### src/rtl/nand_probe_pkg.sv
package nand_probe_pkg;

   localparam logic [7:0] CMD_RESET   = 8'hFF;
   localparam logic [7:0] CMD_STATUS  = 8'h70;
   localparam logic [7:0] CMD_READ_ID = 8'h90;
   localparam logic [7:0] STAT_DONE_MASK = 8'h60;
   localparam int ID_LEN = 5;

   typedef enum logic [1:0] {
      PERR_NONE     = 2'd0,
      PERR_NO_PART  = 2'd1,
      PERR_GEOMETRY = 2'd2,
      PERR_TIMEOUT  = 2'd3
   } perr_e;

   typedef struct packed {
      logic [7:0] mfr;
      logic [7:0] dev;
      logic [4:0] blk_shift;
      logic [4:0] pg_shift;
   } part_t;

   localparam part_t KNOWN_PART = '{mfr: 8'h2C, dev: 8'hBA, blk_shift: 5'd17, pg_shift: 5'd11};

   typedef struct packed {
      logic [15:0] page_bytes;
      logic [15:0] spare_bytes;
      logic [31:0] blk_bytes;
      logic [15:0] pages_per_blk;
      logic [4:0]  ecc_chunks;
      logic        x16;
   } geom_t;

endpackage

### src/rtl/nand_probe_timer.sv
module nand_probe_timer #(
   parameter int W = 16
) (
   input  logic         clk,
   input  logic         rst_n,
   input  logic         load,
   input  logic [W-1:0] load_val,
   output logic         expired
);
   logic [W-1:0] cnt;

   always_ff @(posedge clk) begin
      if (!rst_n)           cnt <= '0;
      else if (load)        cnt <= load_val;
      else if (cnt != '0)   cnt <= cnt - 1'b1;
   end

   assign expired = (cnt == '0);

   // a loaded interval counts down one step per cycle
   a_r2_count_down: assert property (@(posedge clk) disable iff (!rst_n)
      (!load && cnt != '0) |=> (cnt == $past(cnt) - 1'b1));

endmodule

### src/rtl/nand_probe_decode.sv
module nand_probe_decode
   import nand_probe_pkg::*;
#(
   parameter bit STRICT_GEOM = 1'b1
) (
   input  logic [7:0] mfr,
   input  logic [7:0] dev,
   input  logic [6:0] geo,
   output logic       part_hit,
   output logic       geo_ok,
   output geom_t      geom
);
   logic [15:0] pg;
   logic [4:0]  chunks;
   logic [3:0]  ppb_sh;

   assign part_hit = (mfr == KNOWN_PART.mfr) && (dev == KNOWN_PART.dev);

   always_comb begin
      pg     = 16'd1024 << geo[1:0];
      chunks = 5'(pg >> 9);
      ppb_sh = 4'd6 + {2'b00, geo[5:4]} - {2'b00, geo[1:0]};
      geom.page_bytes    = pg;
      geom.ecc_chunks    = chunks;
      geom.spare_bytes   = (geo[2] ? 16'd16 : 16'd8) * {11'd0, chunks};
      geom.blk_bytes     = 32'd65536 << geo[5:4];
      geom.pages_per_blk = 16'd1 << ppb_sh;
      geom.x16           = geo[6];
   end

   generate
      if (STRICT_GEOM) begin : g_strict
         assign geo_ok = (geo[1:0] == 2'b01) && geo[2] && (geo[5:4] == 2'b01);
      end else begin : g_any
         assign geo_ok = 1'b1;
      end
   endgenerate

endmodule

### src/rtl/nand_probe_ctrl.sv
module nand_probe_ctrl
   import nand_probe_pkg::*;
#(
   parameter int CLK_KHZ       = 50000,
   parameter int FIRST_WAIT_US = 1000,
   parameter int POLL_GAP_US   = 50,
   parameter int TIMEOUT_US    = 1000000,
   parameter bit STRICT_GEOM   = 1'b1
) (
   input  logic        clk,
   input  logic        rst_n,
   input  logic        ext_verify,
   output logic        bus_cmd_stb,
   output logic        bus_addr_stb,
   output logic        bus_rd_stb,
   output logic [7:0]  bus_wdata,
   input  logic [7:0]  bus_rdata,
   output logic        ready,
   output logic        err,
   output logic [1:0]  err_code,
   output logic [15:0] page_bytes,
   output logic [15:0] spare_bytes,
   output logic [31:0] blk_bytes,
   output logic [15:0] pages_per_blk,
   output logic [4:0]  ecc_chunks,
   output logic        bus_x16,
   output logic [4:0]  blk_shift,
   output logic [4:0]  pg_shift
);
   localparam int FIRST_CYC  = int'(longint'(CLK_KHZ) * FIRST_WAIT_US / 1000);
   localparam int GAP_CYC    = int'(longint'(CLK_KHZ) * POLL_GAP_US / 1000);
   localparam int POLL_LIMIT = TIMEOUT_US / POLL_GAP_US;
   localparam int TW         = $clog2(FIRST_CYC + GAP_CYC + 1);
   localparam int FW         = $clog2(POLL_LIMIT + 1);
   localparam int IW         = $clog2(ID_LEN);

   initial begin
      assert (CLK_KHZ > 0 && FIRST_WAIT_US > 0 && POLL_GAP_US > 0);
      assert (POLL_LIMIT >= 1 && GAP_CYC >= 1);
   end

   typedef enum logic [3:0] {
      S_START, S_RST_CMD, S_WAIT, S_ST_CMD, S_ST_RD, S_ST_CAP,
      S_ID_CMD, S_ID_ADDR, S_ID_RD, S_ID_CAP, S_CHECK, S_DONE
   } state_e;

   state_e      st;
   logic [FW-1:0] fails;
   logic [IW-1:0] idx;
   logic [7:0]  mfr_q, dev_q;
   logic [6:0]  geo_q;
   logic        tmr_load, tmr_expired, stat_done;
   logic [TW-1:0] tmr_val;
   logic        part_hit, geo_ok;
   geom_t       geom;

   nand_probe_timer #(.W(TW)) u_timer (
      .clk(clk), .rst_n(rst_n), .load(tmr_load), .load_val(tmr_val), .expired(tmr_expired));

   nand_probe_decode #(.STRICT_GEOM(STRICT_GEOM)) u_decode (
      .mfr(mfr_q), .dev(dev_q), .geo(geo_q),
      .part_hit(part_hit), .geo_ok(geo_ok), .geom(geom));

   assign stat_done = ((bus_rdata & STAT_DONE_MASK) == STAT_DONE_MASK);

   always_comb begin
      tmr_load = 1'b0;
      tmr_val  = '0;
      if (st == S_RST_CMD) begin
         tmr_load = 1'b1;
         tmr_val  = TW'(FIRST_CYC);
      end else if (st == S_ST_CAP && !stat_done && ext_verify &&
                   fails != FW'(POLL_LIMIT - 1)) begin
         tmr_load = 1'b1;
         tmr_val  = TW'(GAP_CYC);
      end
   end

   always_comb begin
      bus_cmd_stb  = 1'b0;
      bus_addr_stb = 1'b0;
      bus_rd_stb   = 1'b0;
      bus_wdata    = 8'h00;
      case (st)
         S_RST_CMD: begin bus_cmd_stb = 1'b1; bus_wdata = CMD_RESET;   end
         S_ST_CMD:  begin bus_cmd_stb = 1'b1; bus_wdata = CMD_STATUS;  end
         S_ID_CMD:  begin bus_cmd_stb = 1'b1; bus_wdata = CMD_READ_ID; end
         S_ID_ADDR: bus_addr_stb = 1'b1;
         S_ST_RD, S_ID_RD: bus_rd_stb = 1'b1;
         default: ;
      endcase
   end

   always_ff @(posedge clk) begin
      if (!rst_n) begin
         st <= S_START;
         fails <= '0;
         idx <= '0;
         mfr_q <= '0; dev_q <= '0; geo_q <= '0;
         ready <= 1'b0; err <= 1'b0; err_code <= PERR_NONE;
         page_bytes <= '0; spare_bytes <= '0; blk_bytes <= '0;
         pages_per_blk <= '0; ecc_chunks <= '0; bus_x16 <= 1'b0;
         blk_shift <= '0; pg_shift <= '0;
      end else begin
         case (st)
            S_START:   st <= S_RST_CMD;
            S_RST_CMD: st <= S_WAIT;
            S_WAIT:    if (tmr_expired) st <= S_ST_CMD;
            S_ST_CMD:  st <= S_ST_RD;
            S_ST_RD:   st <= S_ST_CAP;
            S_ST_CAP: begin
               if (stat_done)        st <= S_ID_CMD;
               else if (!ext_verify) st <= S_ST_CMD;
               else if (fails == FW'(POLL_LIMIT - 1)) begin
                  err      <= 1'b1;
                  err_code <= PERR_TIMEOUT;
                  st       <= S_DONE;
               end else begin
                  fails <= fails + 1'b1;
                  st    <= S_WAIT;
               end
            end
            S_ID_CMD:  st <= S_ID_ADDR;
            S_ID_ADDR: begin idx <= '0; st <= S_ID_RD; end
            S_ID_RD:   st <= S_ID_CAP;
            S_ID_CAP: begin
               case (idx)
                  IW'(0): mfr_q <= bus_rdata;
                  IW'(1): dev_q <= bus_rdata;
                  IW'(3): geo_q <= bus_rdata[6:0];
                  default: ;
               endcase
               if (idx == IW'(ID_LEN - 1)) st <= S_CHECK;
               else begin idx <= idx + 1'b1; st <= S_ID_RD; end
            end
            S_CHECK: begin
               st <= S_DONE;
               if (!part_hit) begin
                  err <= 1'b1; err_code <= PERR_NO_PART;
               end else if (!geo_ok) begin
                  err <= 1'b1; err_code <= PERR_GEOMETRY;
               end else begin
                  ready         <= 1'b1;
                  page_bytes    <= geom.page_bytes;
                  spare_bytes   <= geom.spare_bytes;
                  blk_bytes     <= geom.blk_bytes;
                  pages_per_blk <= geom.pages_per_blk;
                  ecc_chunks    <= geom.ecc_chunks;
                  bus_x16       <= geom.x16;
                  blk_shift     <= KNOWN_PART.blk_shift;
                  pg_shift      <= KNOWN_PART.pg_shift;
               end
            end
            default: st <= S_DONE;
         endcase
      end
   end

   // strobes are exclusive
   a_r11_one_strobe: assert property (@(posedge clk) disable iff (!rst_n)
      $onehot0({bus_cmd_stb, bus_addr_stb, bus_rd_stb}));
   // a status command is followed by its read
   a_r3_status_read: assert property (@(posedge clk) disable iff (!rst_n)
      (bus_cmd_stb && bus_wdata == CMD_STATUS) |=> bus_rd_stb);
   // the single ID address byte is zero and follows the ID command
   a_r6_addr_zero: assert property (@(posedge clk) disable iff (!rst_n)
      bus_addr_stb |-> (bus_wdata == 8'h00 && $past(bus_cmd_stb) && $past(bus_wdata) == CMD_READ_ID));
   // the failed-poll count never passes its limit
   a_r5_poll_bound: assert property (@(posedge clk) disable iff (!rst_n)
      fails <= FW'(POLL_LIMIT - 1));
   // sticky, exclusive flags and a quiet bus after completion
   a_r10_ready_sticky: assert property (@(posedge clk) disable iff (!rst_n)
      ready |=> (ready && !err && $stable(blk_bytes) && $stable(bus_x16)));
   a_r10_err_sticky: assert property (@(posedge clk) disable iff (!rst_n)
      err |=> (err && !ready && $stable(err_code)));
   a_r10_quiet: assert property (@(posedge clk) disable iff (!rst_n)
      (ready || err) |-> !(bus_cmd_stb || bus_addr_stb || bus_rd_stb));
   // a successful strict probe reports the single accepted geometry
   a_r9_geometry: assert property (@(posedge clk) disable iff (!rst_n)
      (ready && STRICT_GEOM) |-> (page_bytes == 16'd2048 && pages_per_blk == 16'd64 &&
                                  spare_bytes == 16'd64 && err_code == 2'd0));

endmodule

### config.mk
export PLATFORM = sky130hd
export DESIGN_NAME = nand_probe_ctrl
export DESIGN_NICKNAME = d
export VERILOG_FILES = /design/src/rtl/nand_probe_pkg.sv /design/src/rtl/nand_probe_timer.sv /design/src/rtl/nand_probe_decode.sv /design/src/rtl/nand_probe_ctrl.sv
export SDC_FILE = /design/constraint.sdc
export NUM_CORES = 1
export LEC_CHECK = 0
export BUFFER_PORTS_ARGS = -buffer_cell sky130_fd_sc_hd__buf_2
export CAP_MARGIN = 30
export CELL_PAD_IN_SITES_DETAIL_PLACEMENT = 1
export CELL_PAD_IN_SITES_GLOBAL_PLACEMENT = 2
export CORE_ASPECT_RATIO = 0.8
export CORE_MARGIN = 3
export CORE_UTILIZATION = 28
export DETAILED_ROUTE_END_ITERATION = 8
export PLACE_DENSITY_LB_ADDON = 0.1
export SYNTH_ARGS = -nofsm -noshare
export SYNTH_HDL_FRONTEND = slang
export SYNTH_SLANG_ARGS = --single-unit
export TNS_END_PERCENT = 100
### constraint.sdc
create_clock -name clk -period 2.25 [get_ports clk]
set_input_delay 0.225 -clock clk [delete_from_list [all_inputs] [get_ports clk]]
set_output_delay 0.225 -clock clk [all_outputs]
set_load 0.01 [all_outputs]
# ---- Word level (Yosys, flattened, before mapping)
# Index checks and enable logic that the tools add are counted.
dict set report op_classes {
  mux 31
  reduce_logical 23
  n_mul 1
  n_eq_ne 26
  bitwise 2
  shift 3
  addsub 5
}
# cell count
set op_table {}
lappend op_table {{$mux W16} 3}
lappend op_table {{$pmux W4 S10} 1}
lappend op_table {{$shl A17 B2 Y32 const A} 1}
lappend op_table {{$pmux W8 S3} 1}
lappend op_table {{$eq A4 B3 Y1 const B} 4}
lappend op_table {{$logic_not A16 Y1} 1}
lappend op_table {{$mul A16 B5 Y16} 1}
lappend op_table {{$mux W4} 4}
lappend op_table {{$reduce_bool A16 Y1} 1}
lappend op_table {{$shl A1 B4 Y16 const A} 1}
lappend op_table {{$shl A11 B2 Y16 const A} 1}
lappend op_table {{$sub A16 B1 Y16 const B} 1}
lappend op_table {{$add A15 B1 Y15 const B} 1}
lappend op_table {{$eq A15 B15 Y1 const B} 1}
lappend op_table {{$ne A15 B15 Y1 const B} 1}
lappend op_table {{$eq A4 B4 Y1 const B} 3}
lappend op_table {{$mux W12} 1}
lappend op_table {{$mux W2} 6}
lappend op_table {{$mux W1} 10}
lappend op_table {{$eq A4 B2 Y1 const B} 2}
lappend op_table {{$eq A8 B6 Y1 const B} 1}
lappend op_table {{$eq A8 B8 Y1 const B} 1}
lappend op_table {{$ne A2 B2 Y1 const B} 4}
lappend op_table {{$reduce_and A2 Y1} 4}
lappend op_table {{other kinds (27)} 36}
dict set report totals {
  regBits 153
  wordCells 109
}

# ---- Logic depth before layout (Yosys ltp)
# Gate-level depths: netlist of run 1.
dict set report depth {
  ltp_word 8
  ltp_mapped 8
  mapped_depth_nobuf 8
}

# ---- By module
# A second synthesis of run 1 with hierarchy kept.
dict set report hier_totals {
  hier_cells 890
  hier_area_um2 7184.4
}
# mod seq_area_each_um2 cells_per_inst area_per_inst_um2 instances
set modules_own_cells {}
lappend modules_own_cells {nand_probe_ctrl 2702.6 655 5406.4 1}
lappend modules_own_cells {nand_probe_timer 320.3 116 939.7 1}
lappend modules_own_cells {nand_probe_decode 0.0 119 838.3 1}

# ---- Worst setup path after synthesis of run 1
# Ideal clock, no wire load.
dict set report synth_path {
  path_type {register to register}
  start {register fails[5]}
  end {register u_timer.cnt[12]}
  n_path_buf 1
  path_slack_ps 64
  arrival_time_ps 2056
  stages_incl_launch_ff 7
  path_cell_list {dfxtp_1 or4b_1 or4_4 buf_6 a211oi_2 or4b_2 a21oi_1}
}
dict set report synth_via {
  elab_chain_len 5
  elab_cells_between_ends 6
  cone_classes {1 x eq/ne; 3 x mux; 2 x reduce/logical}
}
# item line
set synth_lines {}
lappend synth_lines {{from (decl)} nand_probe_ctrl.sv:48} ;# logic [FW-1:0] fails;
lappend synth_lines {{from (signal assigned)} nand_probe_ctrl.sv:119} ;# fails <= fails + 1'b1;
lappend synth_lines {{$ne A15 B15 Y1 (*)} nand_probe_ctrl.sv:73} ;# fails != FW'(POLL_LIMIT - 1)) begin
lappend synth_lines {{$logic_and A1 B1 Y1 (*)} nand_probe_ctrl.sv:72} ;# end else if (st == S_ST_CAP && !stat_done && ext_verify &&
lappend synth_lines {{$mux W1 (*)} nand_probe_ctrl.sv:72}
lappend synth_lines {{$mux W1 (*)} nand_probe_ctrl.sv:69} ;# if (st == S_RST_CMD) begin
lappend synth_lines {{$mux W16 / $reduce_bool A2 Y1 (equally long branches)} --}
lappend synth_lines {{to (signal assigned)} nand_probe_timer.sv:14} ;# else if (load) cnt <= load_val;
lappend synth_lines {{to (signal assigned)} nand_probe_timer.sv:15} ;# else if (cnt != '0) cnt <= cnt - 1'b1;
lappend synth_lines {{to (decl)} nand_probe_timer.sv:10} ;# logic [W-1:0] cnt;
# Every way passes the cells marked *; elsewhere a longest branch is shown, timed or not.
# A chain may end at the register's enable or synchronous reset.

# ---- Worst setup path after layout of run 1
dict set report layout_path {
  start {register fails[5]}
  end {register u_timer.cnt[13]}
}
# The elaborated chain is that of the path after synthesis.

==> flow_summary.ini, run 1 <==
[min_path]
min_from = bus_rdata[7]
holdCritPathClass = primary input to register

[global_routing]
grt_max_degree = 38
grt_pass1_wl_um = 20700
overflow = 0
gr-usage-all-layers_pct = 13.6
antenna_found_initial = 0
first_global_vias = 4043

[synthesis]
synth_warnings = 0
synth_top_flop_cell = dfxtp_1
netlist_top_cells_count = 96 x dfxtp_1, 72 x nand2_1, 68 x buf_4, 65 x a21oi_1, 34 x nand3_1
ys_seq_area_share_pct = 40.3
syn_avg_cell_area_sq_um = 8.33
synth_seq_cells = 96
synth_cell_types = 57
synth_area_leaders = dfxtp_1 40%, buf_4 11%, a21oi_1 6.8%, nand2_1 5.7%, nand3_1 3.6%
yosys.area.top_type = dfxtp_1
synth.most_common_cell = dfxtp_1
syn-cell-area_sq_um = 4760
synth_edf_count = 0
syn_inst = 572
synth_top_cell_area_share_pct = 40.3
async_flop_share_pct = 0

[sta]
worstMarginPinSlew_ns = 0.793
fin_worst_skew_ns = 0.00646
setup_violations = 0
fin_crit_sh_pct = 94.6
rsz0062_at_grt = yes
slew_viol_final = 0
period_needed_ns = 2.13
hold_viol_final = 0
relSlewSlack_pct = 46.8
fmaxAchievable_mhz = 470
finalWorstSetupSlack_ns = 0.123

[power]
irDropWorstVdd_mv = 0.346
power.total_mw = 4.39
p_per_area_nw_per_um2 = 790
p_leak_nw = 2.29

[finish]
area_growth_pct = 16.7
drive_gt1_share_pct = 21.0
stdcell_area_sq_um = 5560
multiInputGateArea_sq_um = 2400
final_nets = 667
regArea_sq_um = 1920
antenna_cells = 0
n_fill_cell = 1987

[setup_path]
cp_data_required_time_ns = 2.49
end_kind = register
cp.arrival_ns = 2.36
cp_max_fo = 13
startpoint = fails[5]
path_class = register to register
regToRegStartpoint = fails[5]
startpoint_type = register

[die]
fp.dieH_um = 123
dieArea_sq_um = 18600
io_pins = 122
die_x_um = 152
rows = 41
start_util_pct = 29.4
core-area_sq_um = 16200

[drt]
ant_nets = 0
vias = 4072
avgViaCountPerCell = 4.71
wl_per_cell_um = 14.7
drc_errors = 0
drtIter0Drc = 143
wirelength_um = 12700
dr.pass1.iters = 4

[cts]
h-tree-depth = 3
cts_sinks = 96
clk_latency_ns = 0.35
cts_buffer_depth = 2
cts_buffers = 9
cts_tree = yes
path_clk_slew_ns = 0.07
clockRootBuffer = clkbuf_16

[place]
pre_cts_ws_ns = 0.0255
gp_congestion = 0.717
place_area_sq_um = 5210
io_buffers = 66
dp_hpwl_um = 9550

[run]
max_cap_viol_count = 0

[outcome]
status = finished, final reports clean
[timing repair]
action                     in CTS  in global routing
setup buffers                   0                  2
pin swaps                       0                  2
resized for setup               1                  6
hold buffers                    0                  0
setup endpoints to repair       1                 26
[sequential cells by signal, summed over array words and instances (netlist names), 6 cells and up]
name and count:
mfr_q 8, u_timer.cnt 16, spare_bytes 7, pages_per_blk 16, geo_q 6, fails 15
dev_q 8
[worst paths after layout]
kind         cells after the start  slack [ns]                end
min                              3        0.15           dev_q[7]
max                              6        0.12    u_timer.cnt[13]
max reg2reg                      6        0.12    u_timer.cnt[13]
min reg2reg                      2        0.45  pages_per_blk[12]
[per-layer routing]
layer / GRT usage [%] / routed length [um] / vias up
met5: 0 / 0 / -
met4: 3.54 / 121 / 0
met3: 3.38 / 517 / 9
met2: 22.0 / 5670 / 98
met1: 18.2 / 6350 / 1950
li1: - / - / 2015
[per-stage QoR]
stage / utilization, % / TNS [ns] / std cells / hold slack, ns
2_1_floorplan: - / 0 / 628 / 0.372
4_1_cts: 34.0 / 0 / 862 / 0.137
6_report: 34.3 / 0 / 864 / 0.150
3_3_place_gp: 32.1 / 0 / 846 / 0.440
5_1_grt: 34.3 / -0.0586 / 864 / 0.159
3_5_place_dp: 32.1 / 0 / 846 / 0.444
[power breakdown]
| part | internal [mW] | switching (mW) | leakage, nW | total, mW |
|---|---|---|---|---|
| registers | 1.81 | 0.114 | 0.776 | 1.92 |
| logic | 0.389 | 0.511 | 1.38 | 0.900 |
| clock network | 0.871 | 0.699 | 0.139 | 1.57 |
| total | 3.07 | 1.32 | 2.29 | 4.39 |
[final cells by class]
cell class              instances  area share, %
inverters                      14          0.946
well taps                     215           4.84
clock inverters                 7           1.42
flip-flops and latches         96           34.6
repair buffers                100           11.0
clock buffers                   9           4.05
multi-input cells             423           43.2
[critical path, stage by stage, from the launching register on]
cell      delay [ns]
dfxtp_1         0.32
or4b_1          0.54
or4_4           0.56
a211oi_2        0.25
buf_4           0.19
or3_1           0.11
a21oi_1         0.06
[cells in the final DEF (no fill, tap or decap), types with 3 or more instances in the layout]
cell type / instances
dfxtp_1: 96
nand2_1: 71
buf_2: 66
a21oi_1: 65
conb_1: 57
nand3_1: 34
buf_4: 32
nor2_1: 31
or3_1: 17
and3_1: 14
xor2_1: 14
inv_1: 13
nand4_1: 12
or4_1: 10
ha_1: 10
o21ai_0: 9
clkbuf_16: 9
nor3_1: 6
nor4_1: 6
nand2b_1: 5
nor4bb_1: 4
xnor2_1: 3
or4b_2: 3
and2_1: 3
o31ai_1: 3
mux2i_1: 3
clkinvlp_4: 3
[logic make-up after synthesis]
logic type	Yosys count	share of synthesized area, %
xor+xnor	17	3.13
buf+inv	109	14.3
simple gates	237	26.4
compound gates	97	12.0
fa+ha+maj	12	3.15
other cells	1	0.0787
flops	96	40.3
mux	3	0.630
Power figures use the tool's default switching activity.
==> run 2: changes to the inputs <==
--- a/config.mk
+++ b/config.mk
@@ -9,7 +9,6 @@
 export CAP_MARGIN = 30
 export CELL_PAD_IN_SITES_DETAIL_PLACEMENT = 1
 export CELL_PAD_IN_SITES_GLOBAL_PLACEMENT = 2
-export CORE_ASPECT_RATIO = 0.8
 export CORE_MARGIN = 3
 export CORE_UTILIZATION = 28
 export DETAILED_ROUTE_END_ITERATION = 8
==> run 2 against run 1 <==
  * Maximum frequency down 0.35%
  * Utilization is 0.70 points lower
  * Combinational power fell by 2%
  * Worst setup slack worse by 0.0076 ns
  * Non-clock buffer count is 3 higher
  * Wire length grew 0.44%
  * Clock power up 4%
  * Global-route usage up 0.072 points
  * Count of clock-buffer cells in the layout increased by 1
  * Total power grew 1.4%
  * Critical path type unchanged
  * Highest routed layer unchanged
==> flow_summary.ini, run 2 (same netlist as run 1, synthesis figures left out) <==
[setup_path]
regToRegStartpoint = fails[5]
cp.arrival_ns = 2.37
end_kind = register
startpoint = fails[5]
cp_data_required_time_ns = 2.48
path_class = register to register
crit_end = u_timer.cnt[3]
r2r-end = u_timer.cnt[3]
startpoint_type = register
cp_max_fo = 13
worst-r2r-setup-slack_ns = 0.12
r2r_cells = 6

[sta]
hold_viol_final = 0
fin_crit_sh_pct = 94.9
setup_violations = 0
worstMarginPinSlew_ns = 0.507
relSlewSlack_pct = 66.2
slew_viol_final = 0
fmaxAchievable_mhz = 468
fin_worst_skew_ns = 0.00806
period_needed_ns = 2.13

[place]
place_area_sq_um = 5250
io_buffers = 66
gp_congestion = 0.760
dp_hpwl_um = 9520
dp_cells = 855

[finish]
largestRegisters = pages_per_blk: 16 flops, u_timer.cnt: 16 flops, fails: 15 flops
area_growth_pct = 17.3
final_common_cell = dfxtp_1
drive_gt1_share_pct = 21.2
final_cell_mix = 96 x dfxtp_1, 72 x nand2_1, 66 x buf_2
stdcell_area_sq_um = 5590
final_nets = 670
antenna_cells = 0
final_util_pct = 33.6
final_cells = 871

[cts]
cts_buffer_depth = 2
cts_tree = yes
clk_latency_ns = 0.35
h-tree-depth = 3
cts_sinks = 96
clockRootBuffer = clkbuf_16
cts_buffers = 9
path_clk_slew_ns = 0.07

[global_routing]
first_global_vias = 3950
grt_max_degree = 29
antenna_found_initial = 0
gr-usage-all-layers_pct = 13.6
grt_pass1_wl_um = 20300
overflow = 0

[power]
irDropWorstVdd_mv = 0.351
p_per_area_nw_per_um2 = 797
p_leak_nw = 2.32

[outcome]
status = finished, final reports clean

[drt]
avgViaCountPerCell = 4.68
ant_nets = 0
drtIter0Drc = 126
wirelength_um = 12700
vias = 4072
dr.pass1.iters = 4
wl_per_cell_um = 14.6
drc_errors = 0

[min_path]
holdCritPathClass = primary input to register
min_path_cells = 3

[die]
dieArea_sq_um = 18600
core-area_sq_um = 16600
io_pins = 122
die_x_um = 136
start_util_pct = 28.6
fp.dieH_um = 136
rows = 47

[run]
max_cap_viol_count = 0
-- run 2: what timing repair did --
item                       in CTS  in global routing
resized for setup               0                  5
setup endpoints to repair       5                 16
hold buffers                    0                  0
pin swaps                       2                  1
setup buffers                   0                  1
-- run 2: worst min-delay path by stage --
stage	start	to	slack, ns
floorplan	bus_rdata[1]	dev_q[1]	0.37
global placement	dev_q[3]	dev_q[3]	0.44
detailed placement	dev_q[1]	dev_q[1]	0.45
CTS	bus_rdata[7]	dev_q[7]	0.13
global route	bus_rdata[7]	mfr_q[7]	0.15
finish	bus_rdata[3]	mfr_q[3]	0.15
-- run 2: report_power, final --
group	internal (mW)	leakage, nW	switching [mW]
Combinational	0.380	1.39	0.501
Clock	0.971	0.153	0.671
Sequential	1.81	0.776	0.121
-- run 2: layer usage --
layer	up-vias	part of all wire [%]	global-route usage [%]
li1	2019	-	-
met1	1970	47	17.7
met2	71	48	22.9
met3	12	3.8	2.33
met4	0	1.3	4.70
met5	-	0	0
-- run 2: cell type report --
type | count | area (sq um)
Tap cell | 220 | 275
Timing Repair Buffer | 103 | 633
Fill cell | 2017 | 11100
Clock inverter | 5 | 82.6
Inverter | 14 | 52.6
Multi-Input combinational cell | 423 | 2390
Clock buffer | 10 | 229
Sequential cell | 96 | 1920
-- run 2: critical path: stages (launching register included) --
cell and delay (ns):
dfxtp_1 0.31, or4b_1 0.55, or4_4 0.57, a211oi_2 0.24, buf_4 0.19, or3_1 0.11, a21oi_1 0.06
-- run 2: metrics by stage --
stage               setup WS [ns]  TNS, ns  hold slack (ns)  total power [mW]
detailed placement         0.0117        0            0.445              2.85
floorplan                  0.0639        0            0.372              2.62
global placement           0.0658        0            0.440              2.83
finish                      0.115        0            0.146              4.45
global route              -0.0231  -0.0364            0.147              4.71
CTS                        0.0210        0            0.127              4.52
